<file path="src/rtl/lpm_pkg.sv">
package lpm_pkg;
  localparam int unsigned MODE_W = 3;

  typedef enum logic [MODE_W-1:0] {
    M_HIGH   = 3'd0,
    M_LOW    = 3'd1,
    M_DOZE   = 3'd2,
    M_SLEEP  = 3'd3,
    M_DEEP   = 3'd4,
    M_DOWN   = 3'd5,
    M_SETTLE = 3'd6
  } lpm_mode_e;
endpackage

</file>
<file path="src/rtl/lpm_sync_stage.sv">
module lpm_sync_stage #(
  parameter int unsigned STAGES = 2
) (
  input  logic clk,
  input  logic rst_n,
  input  logic d_i,
  output logic q_o
);
  logic [STAGES-1:0] sh_q;
  logic [STAGES-1:0] sh_d;

  generate
    if (STAGES == 1) begin : g_single
      always_comb sh_d = d_i;
    end else begin : g_chain
      always_comb sh_d = {sh_q[STAGES-2:0], d_i};
    end
  endgenerate

  always_ff @(posedge clk or negedge rst_n) begin
    if (!rst_n) sh_q <= '0;
    else        sh_q <= sh_d;
  end

  assign q_o = sh_q[STAGES-1];
endmodule

</file>
<file path="src/rtl/lpm_settle_cnt.sv">
module lpm_settle_cnt #(
  parameter int unsigned CNT_W      = 10,
  parameter int unsigned SHORT_LOAD = 499,
  parameter int unsigned LONG_LOAD  = 999
) (
  input  logic             clk,
  input  logic             rst_n,
  input  logic             load_i,
  input  logic             long_i,
  input  logic             tick_i,
  output logic [CNT_W-1:0] cnt_o,
  output logic             zero_o
);
  logic [CNT_W-1:0] cnt_q;
  logic [CNT_W-1:0] cnt_d;
  logic             cnt_en;

  assign zero_o = (cnt_q == '0);
  assign cnt_en = load_i | (tick_i & ~zero_o);

  always_comb begin
    if (load_i) cnt_d = long_i ? CNT_W'(LONG_LOAD) : CNT_W'(SHORT_LOAD);
    else        cnt_d = cnt_q - CNT_W'(1);
  end

  always_ff @(posedge clk or negedge rst_n) begin
    if (!rst_n)      cnt_q <= '0;
    else if (cnt_en) cnt_q <= cnt_d;
  end

  assign cnt_o = cnt_q;
endmodule

</file>
<file path="src/rtl/lpm_mode_fsm.sv">
module lpm_mode_fsm
  import lpm_pkg::*;
(
  input  logic              clk,
  input  logic              rst_n,
  input  logic              hard_rst_i,
  input  logic              async_wk_i,
  input  logic              irq_q_i,
  input  logic              tmr_evt_i,
  input  logic              tmr_clr_i,
  input  logic              lp_req_i,
  input  logic              toggle_en_i,
  input  logic              enter_i,
  input  logic [MODE_W-1:0] mode_req_i,
  input  logic              settle_zero_i,
  output lpm_mode_e         mode_o,
  output logic              settle_load_o,
  output logic              tmr_flag_o
);
  lpm_mode_e mode_q, mode_d;
  logic      flag_q, flag_d;
  logic      fall_back;
  logic      pending;
  logic      req_ok;
  logic      fast_ok;

  assign pending = hard_rst_i | async_wk_i | flag_q | irq_q_i;
  assign req_ok  = enter_i & ~pending & (mode_req_i <= MODE_W'(5));
  assign fast_ok = irq_q_i & ~(toggle_en_i & lp_req_i);

  always_comb begin
    mode_d        = mode_q;
    settle_load_o = 1'b0;
    fall_back     = 1'b0;
    if (hard_rst_i) begin
      if (mode_q inside {M_DEEP, M_DOWN, M_SETTLE}) begin
        mode_d        = M_SETTLE;
        settle_load_o = 1'b1;
      end else begin
        mode_d = M_HIGH;
      end
    end else begin
      unique case (mode_q)
        M_HIGH: begin
          if (req_ok) mode_d = lpm_mode_e'(mode_req_i);
          else if (toggle_en_i && !(irq_q_i && !lp_req_i)) begin
            mode_d    = M_LOW;
            fall_back = 1'b1;
          end
        end
        M_LOW: begin
          if (async_wk_i || flag_q) mode_d = M_HIGH;
          else if (fast_ok)         mode_d = M_HIGH;
          else if (req_ok)          mode_d = lpm_mode_e'(mode_req_i);
        end
        M_DOZE:  if (async_wk_i || flag_q || irq_q_i) mode_d = M_HIGH;
        M_SLEEP: if (async_wk_i || flag_q) mode_d = M_HIGH;
        M_DEEP: begin
          if (async_wk_i || flag_q) begin
            mode_d        = M_SETTLE;
            settle_load_o = 1'b1;
          end
        end
        M_SETTLE: if (settle_zero_i) mode_d = M_HIGH;
        default: mode_d = mode_q;
      endcase
    end
  end

  always_comb begin
    if (tmr_evt_i || hard_rst_i)    flag_d = 1'b1;
    else if (tmr_clr_i || fall_back) flag_d = 1'b0;
    else                             flag_d = flag_q;
  end

  always_ff @(posedge clk or negedge rst_n) begin
    if (!rst_n) begin
      mode_q <= M_HIGH;
      flag_q <= 1'b0;
    end else begin
      mode_q <= mode_d;
      flag_q <= flag_d;
    end
  end

  assign mode_o     = mode_q;
  assign tmr_flag_o = flag_q;
endmodule

</file>
<file path="src/rtl/lpm_wake_ctrl.sv">
module lpm_wake_ctrl
  import lpm_pkg::*;
#(
  parameter int unsigned DIV_W        = 3,
  parameter int unsigned SYNC_STAGES  = 2,
  parameter int unsigned SETTLE_SHORT = 499,
  parameter int unsigned SETTLE_LONG  = 999,
  localparam int unsigned CNT_W       = $clog2(SETTLE_LONG + 1),
  localparam int unsigned DIVISOR_W   = (1 << DIV_W) + 1
) (
  input  logic                 clk,
  input  logic                 rst_n,
  input  logic                 hard_rst_i,
  input  logic                 async_wake_i,
  input  logic                 irq_pend_i,
  input  logic                 tmr_evt_i,
  input  logic                 tmr_clr_i,
  input  logic                 lp_req_i,
  input  logic                 toggle_en_i,
  input  logic                 enter_i,
  input  logic [2:0]           mode_req_i,
  input  logic                 pll_1to1_i,
  input  logic                 ref_tick_i,
  input  logic [DIV_W-1:0]     div_code_i,
  output logic [2:0]           mode_o,
  output logic                 low_freq_o,
  output logic [DIVISOR_W-1:0] divisor_o,
  output logic                 pll_en_o,
  output logic [CNT_W-1:0]     settle_cnt_o,
  output logic                 tmr_flag_o,
  output logic                 tmr_pin_o
);
  logic      async_s;
  logic      irq_q;
  logic      settle_load;
  logic      settle_zero;
  lpm_mode_e mode;
  logic [DIV_W:0] shamt;

  lpm_sync_stage #(.STAGES(SYNC_STAGES)) u_async_sync (
    .clk(clk), .rst_n(rst_n), .d_i(async_wake_i), .q_o(async_s)
  );

  lpm_sync_stage #(.STAGES(1)) u_irq_reg (
    .clk(clk), .rst_n(rst_n), .d_i(irq_pend_i), .q_o(irq_q)
  );

  lpm_mode_fsm u_fsm (
    .clk(clk), .rst_n(rst_n), .hard_rst_i(hard_rst_i), .async_wk_i(async_s),
    .irq_q_i(irq_q), .tmr_evt_i(tmr_evt_i), .tmr_clr_i(tmr_clr_i),
    .lp_req_i(lp_req_i), .toggle_en_i(toggle_en_i), .enter_i(enter_i),
    .mode_req_i(mode_req_i), .settle_zero_i(settle_zero), .mode_o(mode),
    .settle_load_o(settle_load), .tmr_flag_o(tmr_flag_o)
  );

  lpm_settle_cnt #(
    .CNT_W(CNT_W), .SHORT_LOAD(SETTLE_SHORT), .LONG_LOAD(SETTLE_LONG)
  ) u_settle (
    .clk(clk), .rst_n(rst_n), .load_i(settle_load), .long_i(pll_1to1_i),
    .tick_i(ref_tick_i), .cnt_o(settle_cnt_o), .zero_o(settle_zero)
  );

  assign shamt = {1'b0, div_code_i} + (DIV_W+1)'(1);

  always_comb begin
    if (mode == M_HIGH) divisor_o = DIVISOR_W'(1);
    else                divisor_o = DIVISOR_W'(1) << shamt;
  end

  assign mode_o     = mode;
  assign low_freq_o = (mode != M_HIGH);
  assign pll_en_o   = !(mode inside {M_DEEP, M_DOWN});
  assign tmr_pin_o  = tmr_flag_o;
endmodule

</file>
<file path="config.mk">
export PLATFORM = sky130hd
export DESIGN_NAME = lpm_wake_ctrl
export DESIGN_NICKNAME = d
export VERILOG_FILES = /design/src/rtl/lpm_pkg.sv /design/src/rtl/lpm_sync_stage.sv /design/src/rtl/lpm_settle_cnt.sv /design/src/rtl/lpm_mode_fsm.sv /design/src/rtl/lpm_wake_ctrl.sv
export SDC_FILE = /design/constraint.sdc
export NUM_CORES = 1
export LEC_CHECK = 0
export CORE_MARGIN = 8
export CORE_UTILIZATION = 40
export DETAILED_ROUTE_END_ITERATION = 6
export PLACE_DENSITY = 0.75
export SKIP_CTS_REPAIR_TIMING = 1
export SLEW_MARGIN = 20
export SYNTH_ARGS = -nofsm -noshare
export SYNTH_HDL_FRONTEND = slang
export SYNTH_HIERARCHICAL = 1
export SYNTH_SLANG_ARGS = --single-unit
</file>
<file path="constraint.sdc">
create_clock -name clk -period 2.6 [get_ports clk]
set_input_delay 0.39 -clock clk [delete_from_list [all_inputs] [get_ports clk]]
set_output_delay 0.39 -clock clk [all_outputs]
set_load 0.02 [all_outputs]
</file>
==> results of run 1 <==
-- cells in the final DEF, fill, tap and decap left out, types with 3 or more instances in the layout --
| cell type | netlist | final |
|---|---|---|
| nand2b_1 | 7 | 7 |
| nor2_1 | 7 | 7 |
| nand2_1 | 10 | 10 |
| o21ai_0 | 7 | 7 |
| buf_4 | 3 | 7 |
| a21oi_1 | 13 | 13 |
| inv_1 | 10 | 10 |
| clkdlybuf4s50_1 | 0 | 43 |
| nor3_1 | 9 | 9 |
| nor3b_1 | 3 | 3 |
| dfrtp_1 | 17 | 17 |
| clkbuf_4 | 0 | 3 |
| or3_1 | 3 | 3 |
-- metal layers --
layer  vias to the layer above  wire length (um)  global-route usage, %
li1                        603                 -                      -
met1                       591              1450                   14.9
met2                        52              1540                   21.0
met3                         2               358                   5.37
met4                         0                10                   2.31
met5                         -                 0                      0
-- registers in the layout, summed over array words and instances (netlist names) --
signal / flops
u_async_sync/sh_q: 2
u_irq_reg/q_o: 1
u_fsm/mode_o: 3
u_settle/cnt_o: 10
u_fsm/tmr_flag_o: 1
-- through the flow --
stage | instance area [um2] | hold WS (ps) | instances | utilization, %
after floorplan | 1210 | 94.4 | 137 | -
after CTS | 1710 | 358 | 218 | 57.5
after global placement | 1690 | 333 | 214 | 56.6
after detailed placement | 1690 | 337 | 214 | 56.6
after global routing | 1710 | 364 | 218 | 57.5
final | 1710 | 356 | 218 | 57.5
-- kinds of logic (layout without fill, tap and decap cells) --
logic type	after synthesis	in the layout	synth area share, %
AOI/OAI and AO/OA	41	41	24.4
xor gates and xnor gates	2	2	1.44
adders and majority gates	1	1	1.03
buffers and inverters	16	64	7.32
DFF	17	17	35.1
muxes	2	2	1.75
and+or+nand+nor	58	58	29.0
-- cell type report --
| class | instances | share of cell area [%] |
|---|---|---|
| Timing Repair Buffer | 50 | 28.2 |
| Sequential cell | 17 | 24.8 |
| Multi-Input combinational cell | 104 | 40.8 |
| Tap cell | 33 | 2.41 |
| Clock buffer | 4 | 1.53 |
| Inverter | 10 | 2.19 |
-- where the power goes --
part           internal, mW  switching [mW]
combinational         0.510           0.518
sequential            0.358           0.174
clock                0.0595          0.0778
total                 0.927           0.770
-- final timing paths --
check	from	endpoint	slack, ps	cells past startpoint
setup / recovery	u_fsm/mode_o[1]	divisor_o[1]	250	3
hold / removal	u_async_sync/sh_q[0]	u_async_sync/sh_q[1]	360	0
setup reg to reg	u_settle/cnt_o[6]	u_fsm/mode_o[0]	260	7
hold reg to reg	u_async_sync/sh_q[0]	u_async_sync/sh_q[1]	360	0
max in group asynchronous	rst_n	u_fsm/mode_o[2]	1590	1
min in group asynchronous	rst_n	u_settle/cnt_o[8]	540	1
-- critical path, delay by kind of cell, from the launching register on --
| kind | cells | cell delay [ps] |
|---|---|---|
| DFF | 1 | 680 |
| and+or+nand+nor | 2 | 340 |
| buffers and inverters | 1 | 660 |
==> metrics.csv, run 1 <==
stage;metric;value;unit
yosys;count leader, synth;dfrtp_1;
clock_tree;clock tree buffer depth;2;
sta;Slew headroom;50.1;%
yosys;share of the synthesized area in the top cell type;35.1;%
yosys;Synth Flop Type;dfrtp_1;
clock_tree;Root Buffer;clkbuf_4;
sta;Max Clock Skew;3.93;ps
floorplan;I/O pin cnt;44;
critical_path;slowest CP cell;dfrtp_1;
cells_and_area;fin nets;205;
clock_tree;Skew-Pair Late Insertion Delay;280;ps
detailed_routing;post-route ant nets;0;
pwr;Pleak;0.672;nW
placed_design;Placer Congestion;0.909;
yosys;YS warnings;6;
cells_and_area;fillers;295;
pwr;Peak supply drop;523;uV
sta;Final min period;2350;ps
placed_design;DP HPWL;2.64;mm
sta;RSZ-0062 raised after global routing;false;
sta;Final WS setup;250;ps
detailed_routing;via count;1248;
yosys;largest area contributor in the netlist;dfrtp_1;
sta;worst-margin pin slew;746;ps
cells_and_area;Storage cell area;425;um2
clock_tree;total CTS buffers;3;
clock_tree;CTS tree;done;
detailed_routing;drt via density;5.72;
yosys;Post-synth top cells;dfrtp_1, a21oi_1, inv_1, nand2_1, nor3_1;
outcome;failing checks;DRC;
floorplan;cell row count;20;
critical_path;Worst setup SP type;register;
critical_path;crit-path cells;nor3_4, nor4_1, clkdlybuf4s50_1;
pwr;total power;1.70;mW
floorplan;die area;5050;um2
floorplan;Die X;71.1;um
cells_and_area;fraction of layout cells with a size suffix above 1;11.9;%
job;Max-Cap Viols;0;
placed_design;pre-CTS WS;134;ps
yosys;synth top area cells;dfrtp_1, a21oi_1, nor3_1;
critical_path;Crit path arrival time;1960;ps
yosys;sequential-to-total area share from yosys stat;35.1;%
min_path;hold crit path type;register to register;
outcome;outcome;finished, violations left;
detailed_routing;final wirelength;3.37;mm
grt;vias in the first global route;1207;
detailed_routing;DRT Pass-1 Iters;6;
placed_design;IO buf count;43;
sta;Fin Setup TNS;0;ps
critical_path;CP required;2210;ps
critical_path;crit-path max FO;15;
floorplan;Initial Util;40.8;%
sta;fin. max-slew vios;0;
yosys;Post-synth EDFFs;0;
detailed_routing;DRC;1;
yosys;syn_nets;156;
clock_tree;Num Clock Sinks;17;
yosys;ys async rst share;100;%
critical_path;nature of the critical path endpoint;output pin;
sta;Hold Fails Final Rpt;0;
sta;f_max;426;MHz
critical_path;WS Path Type;register to output pin;
floorplan;core area;2980;um2
floorplan;Die Height;71.1;um
grt;global-route wire length before repair;5.44;mm
grt;Total GRT Usage;12.7;%
detailed_routing;1st-iter DRT viols;151;
yosys;Mean Syn Cell Area;8.86;um2
cells_and_area;Layout area overhead;41.1;%
grt;initial antenna violation count;0;
detailed_routing;WL/cell;15.4;um
pwr;pwr/cell area;990;nW/um2
yosys;Distinct cells, synth;53;
clock_tree;H-Tree Level Count;1;
grt;pin count of the biggest net entering global routing;18;
sta;crit share post-route;90.4;%
critical_path;slowest cell delay on critical path;680;ps
clock_tree;Reg clk slew, reported paths;90;ps
grt;GRT overflow;0;
cells_and_area;n_diodes;0;
yosys;synthesis-stage register bit count;17;
yosys;mapped cell area;1210;um2
cells_and_area;multi-input logic area;699;um2
sta;Final setup viols;0;
yosys;Post-Syn Instances;137;
Power figures use the tool's default switching activity.
==> inputs of run 2 (changes only) <==
- RECOVER_POWER: default -> 100
- SKIP_CTS_REPAIR_TIMING: 1 -> default
==> metrics.csv, run 2 (same netlist as run 1, synthesis figures left out) <==
stage;metric;value;unit;change
floorplan;Die X;71.1;um;unchanged
sta;worst-margin pin slew;758;ps;was 746 ps
cells_and_area;fin nets;205;;unchanged
cells_and_area;commonest non-fill, non-tap cells in the layout;dlygate4sd3_1, clkdlybuf4s50_1, dfrtp_1;;was clkdlybuf4s50_1, dfrtp_1, a21oi_1
detailed_routing;DRC;0;;was 1
critical_path;Worst Path Buf+Inv;1;;unchanged
grt;GRT overflow;0;;unchanged
clock_tree;Skew-Pair Late Insertion Delay;280;ps;about the same
sta;Final min period;2390;ps;was 2350 ps
min_path;hold path depth;0;;unchanged
detailed_routing;via count;1266;;was 1,248
detailed_routing;DRT Pass-1 Iters;4;;was 6
critical_path;CP Depth;3;;unchanged
critical_path;Crit path arrival time;2000;ps;was 1960 ps
critical_path;CP required;2210;ps;about the same
sta;f_max;419;MHz;was 426 MHz
detailed_routing;final wirelength;3.40;mm;was 3.37 mm
floorplan;Initial Util;40.8;%;unchanged
floorplan;I/O pin cnt;44;;unchanged
cells_and_area;Layout area overhead;38.4;%;was 41.1%
sta;Slew headroom;49.3;%;was 50.1%
clock_tree;Post-CTS Resized;0;;
placed_design;Placer Congestion;0.909;;unchanged
pwr;Pleak;0.671;nW;was 0.672 nW
detailed_routing;1st-iter DRT viols;141;;was 151
sta;Final WS setup;215;ps;was 250 ps
placed_design;DP Cell Count;214;;unchanged
critical_path;Worst setup SP type;register;;unchanged
critical_path;r2r endpoint;u_fsm/mode_o[0];;unchanged
sta;Hold Fails Final Rpt;0;;unchanged
critical_path;Reg2Reg Launch Point;u_settle/cnt_o[8];;was u_settle/cnt_o[6]
outcome;outcome;complete, no violations;;was finished, violations left
clock_tree;H-Tree Level Count;1;;unchanged
cells_and_area;post-route cell area;1680;um2;was 1710 um2
grt;global-route wire length before repair;5.44;mm;unchanged
critical_path;WS Path Type;register to output pin;;unchanged
critical_path;worst setup path end;divisor_o[2];;was divisor_o[1]
sta;Fin Setup TNS;0;ps;unchanged
pwr;total power;1.61;mW;was 1.70 mW
job;Max-Cap Viols;0;;unchanged
critical_path;slowest cell delay on critical path;560;ps;was 680 ps
critical_path;R2R cell count;7;;unchanged
cells_and_area;post-layout util;56.4;%;was 57.5%
sta;RSZ-0062 raised after global routing;false;;unchanged
cells_and_area;fraction of layout cells with a size suffix above 1;9.73;%;was 11.9%
critical_path;FF-to-FF setup slack;240;ps;was 260 ps
clock_tree;total CTS buffers;3;;unchanged
pwr;Peak supply drop;505;uV;was 523 uV
sta;Final Hold Slack;356;ps;about the same
sta;Max Clock Skew;4.10;ps;was 3.93 ps
grt;Total GRT Usage;12.7;%;unchanged
clock_tree;Post-CTS Hold Buffers;0;;
critical_path;nature of the critical path endpoint;output pin;;unchanged
grt;pin count of the biggest net entering global routing;18;;unchanged
sta;fin. max-slew vios;0;;unchanged
floorplan;Die Height;71.1;um;unchanged
clock_tree;Reg clk slew, reported paths;100;ps;was 90 ps
placed_design;DP HPWL;2.64;mm;unchanged
detailed_routing;WL/cell;15.6;um;was 15.4 um
placed_design;IO buf count;43;;unchanged
pwr;pwr/cell area;958;nW/um2;was 990 nW/um2
critical_path;slowest CP cell;clkdlybuf4s50_1;;was dfrtp_1
detailed_routing;post-route ant nets;0;;unchanged
grt;vias in the first global route;1207;;unchanged
cells_and_area;max reg flops;10;;unchanged
floorplan;cell row count;20;;unchanged
cells_and_area;n_diodes;0;;unchanged
floorplan;core area;2980;um2;unchanged
critical_path;crit-path max FO;15;;unchanged
placed_design;dpl cell area;1690;um2;unchanged
detailed_routing;drt via density;5.81;;was 5.72
critical_path;family with the most delay on the worst path;buffers and inverters;;was flip-flops
cells_and_area;commonest non-fill, non-tap cell in the layout;dlygate4sd3_1;;was clkdlybuf4s50_1
grt;initial antenna violation count;0;;unchanged
sta;crit share post-route;91.7;%;was 90.4%
cells_and_area;fin cells;218;;unchanged
floorplan;die area;5050;um2;unchanged
clock_tree;CTS tree;done;;unchanged
min_path;hold crit path type;register to register;;unchanged
critical_path;Critical Path Start;u_fsm/mode_o[1];;unchanged
placed_design;pre-CTS WS;134;ps;unchanged
sta;Final setup viols;0;;unchanged
critical_path;crit-path cells;o31ai_1, nor3_1, clkdlybuf4s50_1;;was nor3_4, nor4_1, clkdlybuf4s50_1
clock_tree;number of setup buffers added after CTS;0;;
clock_tree;Root Buffer;clkbuf_4;;unchanged
clock_tree;clock tree buffer depth;2;;unchanged
clock_tree;Num Clock Sinks;17;;unchanged
[run 2: worst min path at each step]
| stage | endpoint | start |
|---|---|---|
| after detailed placement | u_async_sync/sh_q[1] | u_async_sync/sh_q[0] |
| after floorplan | u_async_sync/sh_q[0] | rst_n |
| after global placement | u_async_sync/sh_q[1] | u_async_sync/sh_q[0] |
| final | u_async_sync/sh_q[1] | u_async_sync/sh_q[0] |
| after global routing | u_async_sync/sh_q[1] | u_async_sync/sh_q[0] |
| after CTS | u_async_sync/sh_q[1] | u_async_sync/sh_q[0] |
[run 2: power breakdown]
part	internal, mW	leakage [nW]	total [mW]	switching, mW
Combinational	0.444	0.461	0.957	0.513
Sequential	0.358	0.195	0.513	0.156
Clock	0.0595	0.0150	0.138	0.0784
Total	0.862	0.671	1.61	0.747
[run 2: routing by layer]
layer | part of all wire, % | track usage [%]
met1 | 43 | 14.9
met2 | 45 | 21.0
met3 | 12 | 5.37
met4 | 0.47 | 2.31
met5 | 0 | 0
[run 2: worst reg2reg max path: cells and delay by family (launching register included)]
family / cells / cell delay, ps
multiplexers: 1 / 320
AND/OR/NAND/NOR: 3 / 1080
AO/OA/AOI/OAI: 3 / 430
flip-flops: 1 / 430
[run 2: cell type report]
type | instances | area (um2)
inverter | 10 | 37.5
multi-input combinational | 104 | 673
fill | 299 | 1300
tap | 33 | 41.3
timing repair buffer | 50 | 475
clock buffer | 4 | 26.3
sequential | 17 | 425
==> inputs of run 3 (changes only) <==
- HOLD_SLACK_MARGIN: default -> 0.02
==> results of run 3 <==
Final layout, timing and power as in run 2 (identical DEF).
